**config.mk**
```make
export PLATFORM = sky130hd
export DESIGN_NAME = serial_reg_front
export DESIGN_NICKNAME = d
export VERILOG_FILES = /design/src/rtl/serial_reg_front_pkg.sv /design/src/rtl/serial_reg_front_decode.sv /design/src/rtl/serial_reg_front_tx.sv /design/src/rtl/serial_reg_front_rx.sv /design/src/rtl/serial_reg_front_flags.sv /design/src/rtl/serial_reg_front.sv
export SDC_FILE = /design/constraint.sdc
export NUM_CORES = 1
export LEC_CHECK = 0
export BUFFER_PORTS_ARGS = -buffer_cell sky130_fd_sc_hd__buf_4
export CAP_MARGIN = 20
export CORE_MARGIN = 2
export CORE_UTILIZATION = 46
export DETAILED_ROUTE_END_ITERATION = 7
export HOLD_SLACK_MARGIN = 0.1
export PLACE_DENSITY_LB_ADDON = 0.25
export SYNTH_ARGS = -nofsm -noshare
export SYNTH_HDL_FRONTEND = slang
export SYNTH_SLANG_ARGS = --single-unit
```
**constraint.sdc**
```tcl
create_clock -name clk -period 1 [get_ports clk]
set_input_delay 0.05 -clock clk [delete_from_list [all_inputs] [get_ports clk]]
set_output_delay 0.05 -clock clk [all_outputs]
set_load 0.005 [all_outputs]
```
**src/rtl/serial_reg_front_pkg.sv**
```systemverilog
package serial_reg_front_pkg;

    localparam int ADDR_W = 2;
    localparam int NFLAG  = 4;

    typedef enum logic [ADDR_W-1:0] {
        LOC_STATUS = 2'd0,
        LOC_ACK    = 2'd1,
        LOC_TXHOLD = 2'd2,
        LOC_RXHOLD = 2'd3
    } loc_e;

    localparam int FL_TXSPACE = 0;
    localparam int FL_RXDATA  = 1;
    localparam int FL_UNDER   = 2;
    localparam int FL_OVER    = 3;

    localparam logic [NFLAG-1:0] FLAG_RESET = 4'b0001;

    typedef struct packed {
        logic ack_wr;
        logic tx_wr;
        logic rx_rd;
    } strobe_t;

    typedef struct packed {
        logic [NFLAG-1:0] set;
        logic [NFLAG-1:0] clr;
    } flag_evt_t;

    function automatic logic [NFLAG-1:0] ack_mask(input logic en,
                                                  input logic [NFLAG-1:0] bits);
        return en ? bits : '0;
    endfunction

endpackage

```
**src/rtl/serial_reg_front_decode.sv**
```systemverilog
module serial_reg_front_decode
    import serial_reg_front_pkg::*;
(
    input  logic [ADDR_W-1:0] addr,
    input  logic              wr,
    input  logic              rd,
    output strobe_t           strb
);
    loc_e loc;

    always_comb begin
        loc         = loc_e'(addr);
        strb        = '0;
        strb.ack_wr = wr && (loc == LOC_ACK);
        strb.tx_wr  = wr && (loc == LOC_TXHOLD);
        strb.rx_rd  = rd && (loc == LOC_RXHOLD);
    end
endmodule

```
**src/rtl/serial_reg_front_tx.sv**
```systemverilog
module serial_reg_front_tx #(
    parameter int DATA_W = 8
) (
    input  logic              clk,
    input  logic              rst,
    input  logic              load,
    input  logic [DATA_W-1:0] load_data,
    input  logic              take,
    output logic              full,
    output logic [DATA_W-1:0] data,
    output logic              handoff,
    output logic              underrun
);
    always_comb begin
        handoff  = full && take;
        underrun = take && !full;
    end

    always_ff @(posedge clk) begin
        if (rst) begin
            full <= 1'b0;
            data <= '0;
        end else begin
            if (load) begin
                full <= 1'b1;
                data <= load_data;
            end else if (handoff) begin
                full <= 1'b0;
            end
        end
    end
endmodule

```
**src/rtl/serial_reg_front_rx.sv**
```systemverilog
module serial_reg_front_rx #(
    parameter int DATA_W = 8
) (
    input  logic              clk,
    input  logic              rst,
    input  logic              arrive,
    input  logic [DATA_W-1:0] arrive_data,
    input  logic              drain,
    output logic              full,
    output logic [DATA_W-1:0] data,
    output logic              accept,
    output logic              overrun
);
    always_comb begin
        accept  = arrive && (!full || drain);
        overrun = arrive && full && !drain;
    end

    always_ff @(posedge clk) begin
        if (rst) begin
            full <= 1'b0;
            data <= '0;
        end else begin
            if (accept) begin
                full <= 1'b1;
                data <= arrive_data;
            end else if (drain) begin
                full <= 1'b0;
            end
        end
    end
endmodule

```
**src/rtl/serial_reg_front_flags.sv**
```systemverilog
module serial_reg_front_flags
    import serial_reg_front_pkg::*;
(
    input  logic             clk,
    input  logic             rst,
    input  flag_evt_t        evt,
    output logic [NFLAG-1:0] flags
);
    for (genvar i = 0; i < NFLAG; i++) begin : g_flag
        always_ff @(posedge clk) begin
            if (rst)
                flags[i] <= FLAG_RESET[i];
            else if (evt.set[i])
                flags[i] <= 1'b1;
            else if (evt.clr[i])
                flags[i] <= 1'b0;
        end
    end
endmodule

```
**src/rtl/serial_reg_front.sv**
```systemverilog
module serial_reg_front
    import serial_reg_front_pkg::*;
#(
    parameter int DATA_W = 8
) (
    input  logic              clk,
    input  logic              rst,
    input  logic [ADDR_W-1:0] bus_addr,
    input  logic              bus_wr,
    input  logic              bus_rd,
    input  logic [DATA_W-1:0] bus_wdata,
    output logic [DATA_W-1:0] bus_rdata,
    output logic              tx_valid,
    output logic [DATA_W-1:0] tx_data,
    input  logic              tx_ready,
    input  logic              rx_valid,
    input  logic [DATA_W-1:0] rx_data,
    output logic              rx_ready
);
    localparam int PAD_W = DATA_W - NFLAG;

    strobe_t          strb;
    flag_evt_t        evt;
    logic [NFLAG-1:0] flags_q;
    logic             tx_full, tx_handoff, tx_under;
    logic             rx_full, rx_accept, rx_over;
    logic [DATA_W-1:0] rx_byte;

    serial_reg_front_decode u_dec (
        .addr (bus_addr),
        .wr   (bus_wr),
        .rd   (bus_rd),
        .strb (strb)
    );

    serial_reg_front_tx #(.DATA_W(DATA_W)) u_tx (
        .clk       (clk),
        .rst       (rst),
        .load      (strb.tx_wr),
        .load_data (bus_wdata),
        .take      (tx_ready),
        .full      (tx_full),
        .data      (tx_data),
        .handoff   (tx_handoff),
        .underrun  (tx_under)
    );

    serial_reg_front_rx #(.DATA_W(DATA_W)) u_rx (
        .clk         (clk),
        .rst         (rst),
        .arrive      (rx_valid),
        .arrive_data (rx_data),
        .drain       (strb.rx_rd),
        .full        (rx_full),
        .data        (rx_byte),
        .accept      (rx_accept),
        .overrun     (rx_over)
    );

    always_comb begin
        evt                 = '0;
        evt.set[FL_TXSPACE] = tx_handoff && !strb.tx_wr;
        evt.set[FL_RXDATA]  = rx_accept;
        evt.set[FL_UNDER]   = tx_under;
        evt.set[FL_OVER]    = rx_over;
        evt.clr             = ack_mask(strb.ack_wr, bus_wdata[NFLAG-1:0]);
        evt.clr[FL_TXSPACE] = evt.clr[FL_TXSPACE] | strb.tx_wr;
        evt.clr[FL_RXDATA]  = evt.clr[FL_RXDATA]  | strb.rx_rd;
    end

    serial_reg_front_flags u_flags (
        .clk   (clk),
        .rst   (rst),
        .evt   (evt),
        .flags (flags_q)
    );

    always_comb begin
        tx_valid  = tx_full;
        rx_ready  = !rx_full;
        bus_rdata = '0;
        if (bus_rd) begin
            case (loc_e'(bus_addr))
                LOC_STATUS: bus_rdata = {{PAD_W{1'b0}}, flags_q};
                LOC_RXHOLD: bus_rdata = rx_byte;
                default:    bus_rdata = '0;
            endcase
        end
    end
endmodule

```
# ---- Word-level counts from Yosys, hierarchy flattened
# Cells that the tools add are included.
dict set report op_classes {
  eq_ne 3
  n_mux 13
  bitwise 2
  reduce_logical 21
}
# cell n
set ops {}
lappend ops {{8-bit one-hot mux with 2 select lines} 1}
lappend ops {{1-bit two-way mux} 10}
lappend ops {{2-bit nonzero test} 5}
lappend ops {{1-bit logical AND} 9}
lappend ops {{8-bit two-way mux} 1}
lappend ops {{2-bit equality test (second input constant)} 2}
lappend ops {{1-bit zero test} 4}
lappend ops {{4-bit two-way mux} 1}
lappend ops {{2-bit by 1-bit equality test with 1-bit output (second input constant)} 1}
lappend ops {{2-bit zero test} 1}
lappend ops {{1-bit OR} 2}
lappend ops {{2-bit OR reduction} 1}
lappend ops {{1-bit logical OR} 1}
dict set report totals {
  reg_bits 22
  out_inout_bits 18
  elab_cells 47
}

# ---- Logic depth before layout (Yosys ltp)
dict set report logic_depth {
  depth_word 6
  mapped_depth 6
}

# ---- Hierarchy
# A second synthesis with hierarchy kept.
dict set report hier_totals {
  cells_unflattened 114
  area_unflattened_um2 1059.8
}
# mod n_inst cells_per_inst area_each_um2
set by_module_without_submodules {}
lappend by_module_without_submodules {serial_reg_front_rx 1 40 411.6}
lappend by_module_without_submodules {serial_reg_front_tx 1 32 334.1}
lappend by_module_without_submodules {serial_reg_front 1 23 151.4}
lappend by_module_without_submodules {serial_reg_front_flags 1 16 137.6}
lappend by_module_without_submodules {serial_reg_front_decode 1 3 25.0}

# ---- Worst setup path before layout
# Ideal clock, no wire load.
dict set report synth_timing {
  kind {input-to-reg}
  start {in bus_addr[0]}
  end {reg u_rx.data[0]}
  setup_ns 0.072
  arrival_ns 0.833
  required_time_ns 0.928
  slack_ns 0.095
  cell_stages 6
  path_cell_list {ha_1 > buf_4 > nand2_2 > a21boi_2 > buf_6 > mux2i_1}
}
dict set report synth_between {
  elab_chain_cells 4
}
# element line_no
set synth_lines {}
lappend synth_lines {{start: declaration} serial_reg_front.sv:8} ;# input logic [ADDR_W-1:0] bus_addr,
lappend synth_lines {{2-bit equality test} serial_reg_front_decode.sv:16} ;# strb.rx_rd = rd && (loc == LOC_RXHOLD);
lappend synth_lines {{1-bit logical AND} serial_reg_front_decode.sv:16}
lappend synth_lines {{1-bit logical OR} serial_reg_front_rx.sv:15} ;# accept = arrive && (!full || drain);
lappend synth_lines {{1-bit logical AND} serial_reg_front_rx.sv:15}
lappend synth_lines {{end signal: assignment} serial_reg_front_rx.sv:26} ;# data <= arrive_data;
lappend synth_lines {{end: declaration} serial_reg_front_rx.sv:10} ;# output logic [DATA_W-1:0] data,
# Every way passes these cells.
# A chain may end at the register's enable or synchronous reset.

# ---- Worst setup path after layout
dict set report layout_timing {
  start {reg u_flags.flags[1]}
  end {out bus_rdata[1]}
}
dict set report layout_between {
  elab_chain_cells 2
}
# element line_no
set layout_lines {}
lappend layout_lines {{start: declaration} serial_reg_front_flags.sv:7} ;# output logic [NFLAG-1:0] flags
lappend layout_lines {{start signal: indexed assignment} serial_reg_front_flags.sv:12} ;# flags[i] <= FLAG_RESET[i];
lappend layout_lines {{8-bit one-hot mux with 2 select lines} serial_reg_front.sv:83} ;# case (loc_e'(bus_addr))
lappend layout_lines {{8-bit two-way mux} serial_reg_front.sv:82} ;# if (bus_rd) begin
lappend layout_lines {{end: declaration} serial_reg_front.sv:12} ;# output logic [DATA_W-1:0] bus_rdata,
# Every way passes these cells.

==> results_dict.tcl <==
set metrics [dict create \
    outcome "complete, but fails checks" \
    post-route-drc-count 0 \
    maxCapViolations 0 \
    finalSetupViolations 4 \
    arrival_ns 0.99 \
    grt_pass1_wl_um 4100 \
    fin_area_um2 1660 \
    area_delta_synth_final_pct 60.8 \
    yosys_warnings 0 \
    synth_edf_count 0 \
    hold_viol 0 \
    drt_wl_total_um 2630 \
    min_path_type "in -> reg" \
    slowest_stage "dfxtp_2" \
    cts.path.max_buffers 2 \
    num_rows 17 \
    drt-pass1-iter-count 3 \
    clock-skew-final_ns 0.00246 \
    fin_util_pct 76.3 \
    dpl_cell_area_um2 1380 \
    die-width_um 51.3 \
    postCtsSetupBuffers 0 \
    dp_cells 189 \
    path_class "reg -> out" \
    finalPower_mw 1.75 \
    start_util_pct 47.5 \
    core_um2 2170 \
    cts_buffers 3 \
    yosysMostFrequentCell "dfxtp_1" \
    ys_seq_area_share_pct 42.8 \
    syn_inst 120 \
    ys_async_sr_fraction_pct 0 \
    drive_gt1_share_pct 36.6 \
    fillCellCount 162 \
    power.density_nw_per_um2 1060 \
    cp_max_fo 2 \
    synth.distinct_cells 22 \
    cts-root-buf "clkbuf_4" \
    viasPerCell 4.90 \
    die_h_um 51.3 \
    insertedDiodeCount 0 \
    dp_hpwl_um 1720 \
    stdcell_count 211 \
    grt_pass1_vias 986 \
    grt_usage_pct 20.8 \
    ctsHtreeMaxLevel 1 \
    vias 1034 \
    ant_nets 0 \
    rsz0062_at_grt "yes" \
    vdd_drop_max_v 0.000862 \
    worst_pin_slew_ns 0.241 \
    fmax_ghz 0.958 \
    ys_seq_elements 22 \
    synth_commonest_cells "dfxtp_1, nand2_1, nand2b_1" \
    post-route-period-util_pct 104 \
    gp_congestion 0.750 \
    dieArea_um2 2630 \
    yosys.area.top_type_share_pct 42.8 \
    cts.sinks 22 \
    syn_area_um2 1030 \
    io_buffers 41 \
    clk_latency_ns 0.31 \
    syn_nets 148 \
    grt_remaining_overflow 0 \
    post-place-ws_ns -0.00804 \
    avgSynthCellArea_um2 8.58 \
    total_leakage_power_nw 0.753 \
    violations "negative setup slack" \
    slew_headroom_pct 83.9 \
    drtIter0Drc 8 \
    timing.final.ws_setup_ns -0.0439 \
    synth_area_leaders "dfxtp_1, nand2b_1, mux2i_1, nand2_1, a21oi_1" \
    cts_tree "done" \
    path_cells "a22oi_2 -> nor2_1 -> buf_4" \
    worst_ep_required_time_ns 0.95 \
    synth_largest_area_cell "dfxtp_1" \
    critPathCaptureType "output pin" \
    slew_viol_final 0 \
    grt_max_degree 31 \
    min_period_ns 1.04 \
    antenna_found_initial 0 \
    synth_ff_type "dfxtp_1" \
    nNetsFinal 213 \
    clkTransAtPathRegs_ns 0.12 \
    crit_path_start_kind "register" \
    wire_per_inst_um 12.5 \
    worst_path_largest_cell_delay_ns 0.35 \
    top_level_ports 42 \
]
-- cells by family after synthesis --
| logic type | after synthesis | share of synthesized area [%] |
|---|---|---|
| adder cells (fa/ha/maj) | 4 | 4.86 |
| flip-flops | 22 | 42.8 |
| AO/OA/AOI/OAI | 20 | 12.3 |
| AND/OR/NAND/NOR | 56 | 27.2 |
| buffers and inverters | 10 | 5.10 |
| multiplexers | 8 | 7.78 |
-- cells in the final DEF, fill, tap and decap left out, types with 4 or more instances in the layout --
cell type / synthesis / layout
buf_4: 1 / 44
dlygate4sd3_1: 0 / 19
nand2b_1: 18 / 18
nand2_1: 18 / 17
dfxtp_1: 22 / 13
a21oi_1: 12 / 12
dfxtp_2: 0 / 9
mux2i_1: 8 / 8
nor2_1: 7 / 7
nand3_1: 6 / 6
and3_1: 4 / 4
a22oi_2: 0 / 4
ha_1: 4 / 4
-- layer usage --
| metal | part of all wire (%) | GRT usage [%] | up-vias |
|---|---|---|---|
| met4 | 1.4 | 7.89 | 0 |
| met1 | 41 | 20.9 | 473 |
| met2 | 53 | 42.0 | 32 |
| met5 | 0 | 0 | - |
| met3 | 4.8 | 3.22 | 5 |
| li1 | - | - | 524 |
-- cell type report --
type	instances	area [um2]	area share (%)
multi-input combinational	88	568	34.3
timing repair buffer	67	567	34.2
sequential	22	452	27.3
tap	28	35.0	2.12
clock buffer	3	22.5	1.36
inverter	3	11.3	0.680
-- state kept, by name, indices dropped and copies added, names as in the netlist --
signal         count
u_rx.data          8
u_tx.full          1
u_tx.data          8
u_flags.flags      4
u_rx.full          1
-- worst max-delay path, delay by kind of cell, from the launching register on --
kind            cells  cell delay, ns
simple gates        1            0.06
buf+inv             1            0.13
compound gates      1            0.15
flops               1            0.35
-- final timing paths --
path / slack (ns) / cells after the start / from / endpoint
hold / removal: 0.23 / 4 / rx_valid / u_rx.full
setup / recovery: -0.04 / 3 / u_flags.flags[1] / bus_rdata[1]
hold reg to reg: 0.46 / 2 / u_tx.data[4] / u_tx.data[4]
setup reg to reg: 0.06 / 3 / u_rx.full / u_rx.data[1]
-- stage by stage --
step                hold slack [ns]  TNS [ns]
finish                        0.230    -0.128
global route                  0.239    -0.368
CTS                           0.224    -0.187
detailed placement            0.301   -0.0109
global placement              0.292         0
floorplan                     0.167         0
-- repair_timing --
item,4_1_cts,5_1_grt
setup endpoints to repair,5,22
hold buffers,20,0
gates resized for setup,5,15
endpoints found under the hold margin,22,0
-- report_power, final --
part           internal, mW  switching, mW  total, mW
sequential            0.930         0.0326      0.963
clock                 0.141          0.266      0.406
combinational         0.231          0.147      0.378
total                  1.30          0.445       1.75
(Power assumes the default switching activity.)
